===== config.mk =====
export PLATFORM = sky130hd
export DESIGN_NAME = pic_interval_counter
export DESIGN_NICKNAME = d
export VERILOG_FILES = /design/src/rtl/pic_pkg.sv /design/src/rtl/pic_gate_sense.sv /design/src/rtl/pic_step.sv /design/src/rtl/pic_interval_counter.sv
export SDC_FILE = /design/constraint.sdc
export NUM_CORES = 1
export LEC_CHECK = 0
export BUFFER_PORTS_ARGS = -buffer_cell sky130_fd_sc_hd__clkbuf_2
export CORE_MARGIN = 2
export CORE_UTILIZATION = 60
export CTS_BUF_LIST = sky130_fd_sc_hd__clkbuf_4 sky130_fd_sc_hd__clkbuf_8
export DETAILED_ROUTE_END_ITERATION = 8
export HOLD_SLACK_MARGIN = 0.06
export PLACE_DENSITY = 0.82
export SETUP_SLACK_MARGIN = 0.05
export SLEW_MARGIN = 20
export SYNTH_ARGS = -nofsm -noshare
export SYNTH_HDL_FRONTEND = slang
export SYNTH_SLANG_ARGS = --single-unit

===== constraint.sdc =====
create_clock -name clk -period 4.9 [get_ports clk]
set_clock_uncertainty 0.2 [all_clocks]
set_input_delay 0.49 -clock clk [delete_from_list [all_inputs] [get_ports clk]]
set_output_delay 0.49 -clock clk [all_outputs]
set_load 0.02 [all_outputs]

===== src/rtl/pic_pkg.sv =====
package pic_pkg;
    typedef enum logic [1:0] {
        MD_TERM    = 2'd0,
        MD_ONESHOT = 2'd1,
        MD_RATE    = 2'd2,
        MD_SQUARE  = 2'd3
    } pic_mode_e;
endpackage


===== src/rtl/pic_gate_sense.sv =====
module pic_gate_sense (
    input  logic clk,
    input  logic rst_n,
    input  logic gate,
    input  logic consume,
    input  logic clr,
    output logic trig
);
    typedef struct packed {
        logic gate_prev;
        logic pend;
    } gs_t;

    gs_t s_d, s_q;
    logic rise;

    always_comb begin
        rise = gate & ~s_q.gate_prev;
        trig = rise | s_q.pend;
        s_d = s_q;
        s_d.gate_prev = gate;
        if (clr || consume) s_d.pend = 1'b0;
        else                s_d.pend = trig;
    end

    always_ff @(posedge clk) begin
        if (!rst_n) s_q <= '0;
        else        s_q <= s_d;
    end
endmodule


===== src/rtl/pic_step.sv =====
module pic_step #(
    parameter int W = 16
) (
    input  logic [W-1:0] cur,
    input  logic         by_two,
    output logic [W-1:0] nxt,
    output logic         nxt_zero,
    output logic         nxt_one
);
    localparam logic [W-1:0] ONE = W'(1);
    localparam logic [W-1:0] TWO = W'(2);

    always_comb begin
        nxt      = cur - (by_two ? TWO : ONE);
        nxt_zero = (nxt == '0);
        nxt_one  = (nxt == ONE);
    end
endmodule


===== src/rtl/pic_interval_counter.sv =====
module pic_interval_counter
    import pic_pkg::*;
#(
    parameter int CNT_W = 16
) (
    input  logic             clk,
    input  logic             rst_n,
    input  logic             tick,
    input  logic             gate,
    input  logic             cfg_wr,
    input  logic [1:0]       cfg_mode,
    input  logic             cnt_wr,
    input  logic             cnt_partial,
    input  logic [CNT_W-1:0] cnt_val,
    output logic [CNT_W-1:0] count_o,
    output logic             out_o,
    output logic             null_o
);
    localparam logic [CNT_W-1:0] CNT_ONE = CNT_W'(1);

    typedef struct packed {
        pic_mode_e        mode;
        logic [CNT_W-1:0] cr;
        logic [CNT_W-1:0] ce;
        logic             out;
        logic             nul;
        logic             pend;
        logic             run;
        logic             hold;
        logic             odd;
        logic             ext;
    } st_t;

    st_t s_d, s_q;

    logic             host_wr;
    logic             tick_eff;
    logic             trig;
    logic [CNT_W-1:0] nxt;
    logic             nxt_zero;
    logic             nxt_one;
    logic [CNT_W-1:0] load_val;

    assign host_wr  = cfg_wr | cnt_wr | cnt_partial;
    assign tick_eff = tick & ~host_wr;

    pic_gate_sense u_gate (
        .clk     (clk),
        .rst_n   (rst_n),
        .gate    (gate),
        .consume (tick_eff),
        .clr     (cfg_wr),
        .trig    (trig)
    );

    pic_step #(.W(CNT_W)) u_step (
        .cur      (s_q.ce),
        .by_two   (s_q.mode == MD_SQUARE),
        .nxt      (nxt),
        .nxt_zero (nxt_zero),
        .nxt_one  (nxt_one)
    );

    always_comb begin
        load_val = (s_q.mode == MD_SQUARE) ? {s_q.cr[CNT_W-1:1], 1'b0} : s_q.cr;
        s_d = s_q;
        if (cfg_wr) begin
            s_d.mode = pic_mode_e'(cfg_mode);
            s_d.out  = (pic_mode_e'(cfg_mode) != MD_TERM);
            s_d.pend = 1'b0;
            s_d.run  = 1'b0;
            s_d.hold = 1'b0;
            s_d.ext  = 1'b0;
        end else if (cnt_partial) begin
            if (s_q.mode == MD_TERM) begin
                s_d.hold = 1'b1;
                s_d.out  = 1'b0;
            end
        end else if (cnt_wr) begin
            s_d.cr   = cnt_val;
            s_d.nul  = 1'b1;
            s_d.hold = 1'b0;
            case (s_q.mode)
                MD_TERM: begin
                    s_d.pend = 1'b1;
                    s_d.out  = 1'b0;
                end
                MD_RATE, MD_SQUARE: if (!s_q.run) s_d.pend = 1'b1;
                default: ;
            endcase
        end else if (tick) begin
            case (s_q.mode)
                MD_TERM: begin
                    if (s_q.hold) begin
                        s_d.ce = s_q.ce;
                    end else if (s_q.pend) begin
                        s_d.ce   = s_q.cr;
                        s_d.pend = 1'b0;
                        s_d.nul  = 1'b0;
                        s_d.run  = 1'b1;
                    end else if (s_q.run && gate) begin
                        s_d.ce = nxt;
                        if (nxt_zero) s_d.out = 1'b1;
                    end
                end
                MD_ONESHOT: begin
                    if (trig) begin
                        s_d.ce  = s_q.cr;
                        s_d.nul = 1'b0;
                        s_d.out = 1'b0;
                        s_d.run = 1'b1;
                    end else if (s_q.run) begin
                        s_d.ce = nxt;
                        if (!s_q.out && nxt_zero) s_d.out = 1'b1;
                    end
                end
                MD_RATE: begin
                    if (gate) begin
                        if (s_q.pend || trig) begin
                            s_d.ce   = s_q.cr;
                            s_d.nul  = 1'b0;
                            s_d.pend = 1'b0;
                            s_d.run  = 1'b1;
                            s_d.out  = 1'b1;
                        end else if (s_q.run) begin
                            if (s_q.ce == CNT_ONE) begin
                                s_d.ce  = s_q.cr;
                                s_d.nul = 1'b0;
                                s_d.out = 1'b1;
                            end else begin
                                s_d.ce  = nxt;
                                s_d.out = ~nxt_one;
                            end
                        end
                    end
                end
                default: begin
                    if (gate) begin
                        if (s_q.pend || trig) begin
                            s_d.ce   = load_val;
                            s_d.odd  = s_q.cr[0];
                            s_d.nul  = 1'b0;
                            s_d.pend = 1'b0;
                            s_d.run  = 1'b1;
                            s_d.out  = 1'b1;
                            s_d.ext  = 1'b0;
                        end else if (s_q.run) begin
                            if (s_q.ext) begin
                                s_d.ce  = load_val;
                                s_d.odd = s_q.cr[0];
                                s_d.nul = 1'b0;
                                s_d.out = 1'b0;
                                s_d.ext = 1'b0;
                            end else if (nxt_zero) begin
                                if (s_q.odd && s_q.out) begin
                                    s_d.ce  = nxt;
                                    s_d.ext = 1'b1;
                                end else begin
                                    s_d.ce  = load_val;
                                    s_d.odd = s_q.cr[0];
                                    s_d.nul = 1'b0;
                                    s_d.out = ~s_q.out;
                                end
                            end else begin
                                s_d.ce = nxt;
                            end
                        end
                    end
                end
            endcase
        end
        if (!cfg_wr && !gate && (s_q.mode == MD_RATE || s_q.mode == MD_SQUARE))
            s_d.out = 1'b1;
    end

    always_ff @(posedge clk) begin
        if (!rst_n) s_q <= '0;
        else        s_q <= s_d;
    end

    assign count_o = s_q.ce;
    assign out_o   = s_q.out;
    assign null_o  = s_q.nul;

    p_count_needs_tick_r2: assert property (@(posedge clk) disable iff (!rst_n)
        !tick |=> $stable(count_o));

    p_cfg_term_low_r3: assert property (@(posedge clk) disable iff (!rst_n)
        cfg_wr && cfg_mode == 2'd0 |=> !out_o);

    p_term_sticky_r3: assert property (@(posedge clk) disable iff (!rst_n)
        s_q.mode == MD_TERM && out_o && !host_wr |=> out_o);

    p_partial_low_r4: assert property (@(posedge clk) disable iff (!rst_n)
        !cfg_wr && cnt_partial && s_q.mode == MD_TERM |=> !out_o && $stable(count_o));

    p_gate_force_r8: assert property (@(posedge clk) disable iff (!rst_n)
        !cfg_wr && !gate && (s_q.mode == MD_RATE || s_q.mode == MD_SQUARE) |=> out_o);

    p_null_set_r13: assert property (@(posedge clk) disable iff (!rst_n)
        cnt_wr && !cfg_wr && !cnt_partial |=> null_o);
endmodule


After elaboration in Yosys (flattened, before gate mapping)
Index checks and enable logic that the tools add are counted.
Cells by class
  $add $sub $neg: 1
  eq/ne operators: 36
  multiplexer cells: 65
  bitwise logic cells: 14
  reduce and logical (&&, ||, !) cells: 39
Operator list (count)
  20-bit two-way mux: 11
  17-bit two-way mux: 8
  18-bit two-way mux: 5
  16-bit two-way mux: 4
  18-bit case mux with 3 select lines: 1
  16-bit by 1-bit equality test with 1-bit output (second input constant): 2
  6-bit inequality test (second input constant): 5
  13-bit AND reduction: 2
  4-bit two-way mux: 6
  6-bit by 5-bit inequality test with 1-bit output (second input constant): 4
  7-bit inequality test (second input constant): 3
  10-bit nonzero test: 2
  1-bit two-way mux: 17
  16-bit logical NOT: 1
  2-bit two-way mux: 8
  8-bit AND reduction: 2
  8-bit nonzero test: 2
  16-bit by 2-bit subtractor with 16-bit output: 1
  5-bit inequality test (second input constant): 3
  7-bit by 6-bit inequality test with 1-bit output (second input constant): 2
  3-bit inequality test (second input constant): 4
  11-bit by 8-bit inequality test with 1-bit output (second input constant): 1
  11-bit AND reduction: 1
  10-bit by 8-bit inequality test with 1-bit output (second input constant): 1
  other kinds (30): 59
Storage, ports and cells
  register bits after elaboration: 43
  bits of input ports: 25

Logic depth before layout (Yosys ltp)
  depth in word-level cells: 22
  depth in mapped cells: 16
  gate-level depth less buffers: 13

Hierarchy
A second synthesis with hierarchy kept.
Second synthesis, totals
  cell total of the unflattened synthesis: 430
  area total of the unflattened synthesis: 3205.6 sq um
By module, submodules not included
  pic_interval_counter: times used 1, cells an instance 353, area each 2650.0 sq um, seq. area each 820.8 sq um
  pic_step: times used 1, cells an instance 70, area each 474.2 sq um, seq. area each 0.0 sq um
  pic_gate_sense: times used 1, cells an instance 7, area each 81.3 sq um, seq. area each 40.0 sq um

Worst setup path before layout
Ideal clock, no wire load.
  path type: flip-flop to flip-flop
  start point: register s_q[39] (netlist bit)
  end point: register s_q (netlist bit null_o)
  setup time: 0.074 ns
  data arrival time: 3.400 ns
  data required time: 4.626 ns
  setup slack: 1.226 ns
  stages on the path, launching flop included: 15
  path buffers: 2
  period minus slack after synthesis: 3.674 ns
  cells stage by stage: dfxtp_1 > ha_1 > buf_6 > inv_1 > ha_1 > fa_1 > or4b_1 > clkbuf_1 > or4_1 > nand3_1 > a211oi_2 > nand4_4 > nand2_4 > or4_1 > a31oi_1
On the way
  cells in the longest elaborated chain, start to end: 6
RTL lines
  from (decl): line pic_interval_counter.sv:34  | st_t s_d, s_q;
  from (signal assigned): line pic_interval_counter.sv:177  | if (!rst_n) s_q <= '0;
  from (signal assigned): line pic_interval_counter.sv:178  | else s_q <= s_d;
  2-bit equality test: line pic_interval_counter.sv:58  | .by_two (s_q.mode == MD_SQUARE),
  2-bit two-way mux: line pic_step.sv:14  | nxt = cur - (by_two ? TWO : ONE);
  16-bit by 2-bit subtractor with 16-bit output: line pic_step.sv:14
  16-bit logical NOT: line pic_step.sv:15  | nxt_zero = (nxt == '0);
  10-bit nonzero test (no line)
  13-bit AND reduction (no line)
Parallel ways exist; a longest one is shown, timed or not. The select of a mux whose other input is x is not followed.
A chain may end at the register's enable or synchronous reset.

Final worst setup path
  start point: register s_q[39] (netlist bit)
  end point: register s_q (netlist bit count_o[5])
On the way
  cells in the longest elaborated chain, start to end: 15
RTL lines
  2-bit equality test: line pic_interval_counter.sv:58
  2-bit two-way mux: line pic_step.sv:14
  16-bit by 2-bit subtractor with 16-bit output: line pic_step.sv:14
  16-bit logical NOT / 16-bit two-way mux (equally long branches): line pic_step.sv:15, pic_interval_counter.sv:155
  16-bit two-way mux: line pic_interval_counter.sv:154  | end else if (nxt_zero) begin
  18-bit two-way mux: line pic_interval_counter.sv:148  | if (s_q.ext) begin
  18-bit two-way mux: line pic_interval_counter.sv:147  | end else if (s_q.run) begin
  18-bit two-way mux: line pic_interval_counter.sv:139  | if (s_q.pend || trig) begin
  20-bit two-way mux: line pic_interval_counter.sv:138  | if (gate) begin
  20-bit two-way mux: line pic_interval_counter.sv:92  | case (s_q.mode)
  20-bit two-way mux: line pic_interval_counter.sv:91  | end else if (tick) begin
  20-bit two-way mux: line pic_interval_counter.sv:79  | end else if (cnt_wr) begin
  20-bit two-way mux: line pic_interval_counter.sv:74  | end else if (cnt_partial) begin
  20-bit two-way mux: line pic_interval_counter.sv:67  | if (cfg_wr) begin
  18-bit case mux with 3 select lines: line pic_interval_counter.sv:92
Parallel ways exist; a longest one is shown, timed or not. The select of a mux whose other input is x is not followed.

==> flow_metrics.env <==
export IMPL_grt_overflow=0
export IMPL_synth_top_cell_by_area="dfxtp_1"
export IMPL_r2r_start="s_q[39]"
export IMPL_cts_root_buf="clkbuf_8"
export IMPL_gr_usage_all_layers_pct=28.8
export IMPL_post_cts_buffers=0
export IMPL_synth_top_cells_by_count="54 x nand2_1, 43 x dfxtp_1, 41 x nor2_1"
export IMPL_cts_htree_levels=2
export IMPL_layout_setup_ws_ns=0.908
export IMPL_irDropWorstVdd_uv=167
export IMPL_r2r_end="count_o[5]"
export IMPL_fmax_ghz=0.250
export IMPL_cts_resized=0
export IMPL_yosys_warnings=0
export IMPL_synth_edf_count=0
export IMPL_setup_viol=0
export IMPL_die_w_um=76.1
export IMPL_rsz0062_at_grt="no"
export IMPL_syn_nets=447
export IMPL_drive_gt1_share_pct=16.4
export IMPL_area_delta_synth_final_pct=6.06
export IMPL_critPathCaptureType="register"
export IMPL_diodes=0
export IMPL_numPlacedInstances=489
export IMPL_setup_tns_ns=0
export IMPL_tightest_slew_ns=0.669
export IMPL_rows=26
export IMPL_hold_violations=0
export IMPL_holdBufCountCts=0
export IMPL_cts_path_max_buffers=2
export IMPL_antenna_found_initial=0
export IMPL_die_area_um2=5790
export IMPL_drcViolationCount=0
export IMPL_status="complete, no violations"
export IMPL_total_power_mw=0.805
export IMPL_ys_seq_elements=43
export IMPL_grt_max_degree=38
export IMPL_cpPeakStageDelay_ns=0.48
export IMPL_ys_flop_type="dfxtp_1"
export IMPL_grt_pass1_wl_mm=13.5
export IMPL_cp_startpoint="s_q[39]"
export IMPL_drt_first_pass_iters=5
export IMPL_cp_start_kind="register"
export IMPL_crit_type="register to register"
export IMPL_cts_tree="yes"
export IMPL_synthTopCellsByArea="dfxtp_1 28%, nand2_1 6.5%, nor2_1 4.9%, o21ai_0 4.8%, buf_4 4.1%"
export IMPL_rrSetupSlack_ns=0.91
export IMPL_drt_initial_drc_count=450
export IMPL_p_leak_nw=1.33
export IMPL_start_util_pct=61.4
export IMPL_syn_cell_area_um2=3120
export IMPL_min_to="s_q[26]"
export IMPL_path_cells="ha_1 > inv_1 > ha_1 > fa_1 > xnor2_1 > nor4b_1 > nand4b_1 > a211oi_2 > nand4_4 > a21oi_4 > nor4_1 > a221oi_1 > nor2b_1"
export IMPL_port_buffers=42
export IMPL_cts_buffers=5
export IMPL_min_path_cells=3
export IMPL_gp_congestion=1.01
export IMPL_postSynthAreaPerCell_um2=7.54
export IMPL_hp_start="cnt_val[3]"
export IMPL_fin_cells=497
export IMPL_clk_pin_slew_ns=0.09
export IMPL_synthDistinctLibCells=64
export IMPL_crit_path_frequent_cell="ha_1"
export IMPL_regArea_um2=861
export IMPL_vias=3098
export IMPL_path_max_fanout=11
export IMPL_core_area_um2=5070
export IMPL_post_place_ws_ns=1.05
export IMPL_multiInputGateArea_um2=1990
export IMPL_cp_data_arrival_time_ns=3.98
export IMPL_wl_per_cell_um=16.6
export IMPL_min_period_ns=3.99
export IMPL_maxCapViolations=0
export IMPL_synthArstFlopShare_pct=0
export IMPL_clk_latency_ns=0.30
export IMPL_grt_pass1_vias=2590
export IMPL_period_share_pct=81.5
export IMPL_nets=460
export IMPL_relSlewSlack_pct=55.4
export IMPL_r2r_worst_path_cells=13
export IMPL_synth_most_common_cell="nand2_1"
export IMPL_maxSlewViolCount=0
export IMPL_yosysSeqAreaShare_pct=27.6
export IMPL_slowest_stage="fa_1"
export IMPL_fill_cells=483
export IMPL_routed_via_density=6.23
export IMPL_pin_count=43
export IMPL_detail_route_antenna_nets=0
export IMPL_dpl_hpwl_mm=6.11
export IMPL_wirelength_mm=8.25
export IMPL_required_ns=4.89
export IMPL_die_h_um=76.1
export IMPL_synthesis_instances=413
export IMPL_hp_class="input port to register"
export IMPL_synth_top_area_share_pct=27.6
export IMPL_numClockSinks=43
export IMPL_p_per_area_nw_per_um2=244
## layout make-up
cell class	instances	share of cell area, %
Timing Repair Buffer	46	7.27
Clock inverter	3	0.719
Tap cell	70	2.65
Sequential cell	43	26.1
Multi-Input combinational cell	320	60.1
Inverter	10	1.14
Clock buffer	5	2.08
## through the flow
step                instance area (um2)  utilization (%)  hold slack, ns
CTS                                3300             65.1           0.202
floorplan                          3120                -           0.239
detailed placement                 3210             63.2           0.276
global placement                   3210             63.2           0.260
global route                       3300             65.1           0.215
finish                             3300             65.1           0.211
## state kept, by name, indices dropped and copies added (netlist names)
| name | cells |
|---|---|
| s_q | 23 |
| count_o | 16 |
| u_gate.s_q | 2 |
| null_o | 1 |
| out_o | 1 |
## report_power, final
part	internal [mW]	leakage [nW]	switching [mW]
sequential	0.360	0.349	0.0144
combinational	0.0769	0.942	0.114
clock	0.102	0.0408	0.138
total	0.539	1.33	0.266
## layer usage
layer | wire (um) | part of all wire [%] | track usage [%] | up-vias
li1 | - | - | - | 1502
met1 | 4000 | 49 | 44.9 | 1432
met2 | 3500 | 42 | 40.9 | 155
met3 | 647 | 7.8 | 4.98 | 9
met4 | 98 | 1.2 | 7.64 | 0
met5 | 0 | 0 | 0 | -
## layout by cell type, fill, tap and decap left out, types with 8 or more instances in the layout
master	count
nand2_1	54
o21ai_0	30
nor3_1	14
nor2b_1	10
a21oi_1	22
inv_1	10
dfxtp_1	43
a21boi_0	16
ha_1	8
clkbuf_2	42
nor2_1	40
nor4_1	9
## worst max path at each step
stage | cells after the start | slack (ns) | end
6_report | 13 | 0.91 | count_o[5]
3_3_place_gp | 13 | 1.19 | count_o[5]
5_1_grt | 13 | 0.71 | count_o[5]
4_1_cts | 13 | 0.98 | count_o[5]
2_1_floorplan | 14 | 1.23 | null_o
3_5_place_dp | 13 | 1.05 | count_o[5]
## worst max-delay path, delay by kind of cell, from the launching register on
family                     cells  cell delay [ns]
AOI/OAI and AO/OA              3             1.05
adders and majority gates      3             0.92
and+or+nand+nor                5             0.78
DFF                            1             0.45
xor gates and xnor gates       1             0.35
buffers and inverters          1             0.13
## cells by family (layout without fill, tap and decap cells)
logic type | after synthesis | count (layout) | synth area share, %
multiplexers | 8 | 8 | 2.69
adder cells (fa/ha/maj) | 9 | 9 | 3.86
AO/OA/AOI/OAI | 121 | 121 | 26.3
flip-flops | 43 | 43 | 27.6
XOR/XNOR | 11 | 11 | 3.09
buffers and inverters | 50 | 64 | 8.92
AND/OR/NAND/NOR | 171 | 171 | 27.6
Note: power is estimated with default switching activity, not from simulation.
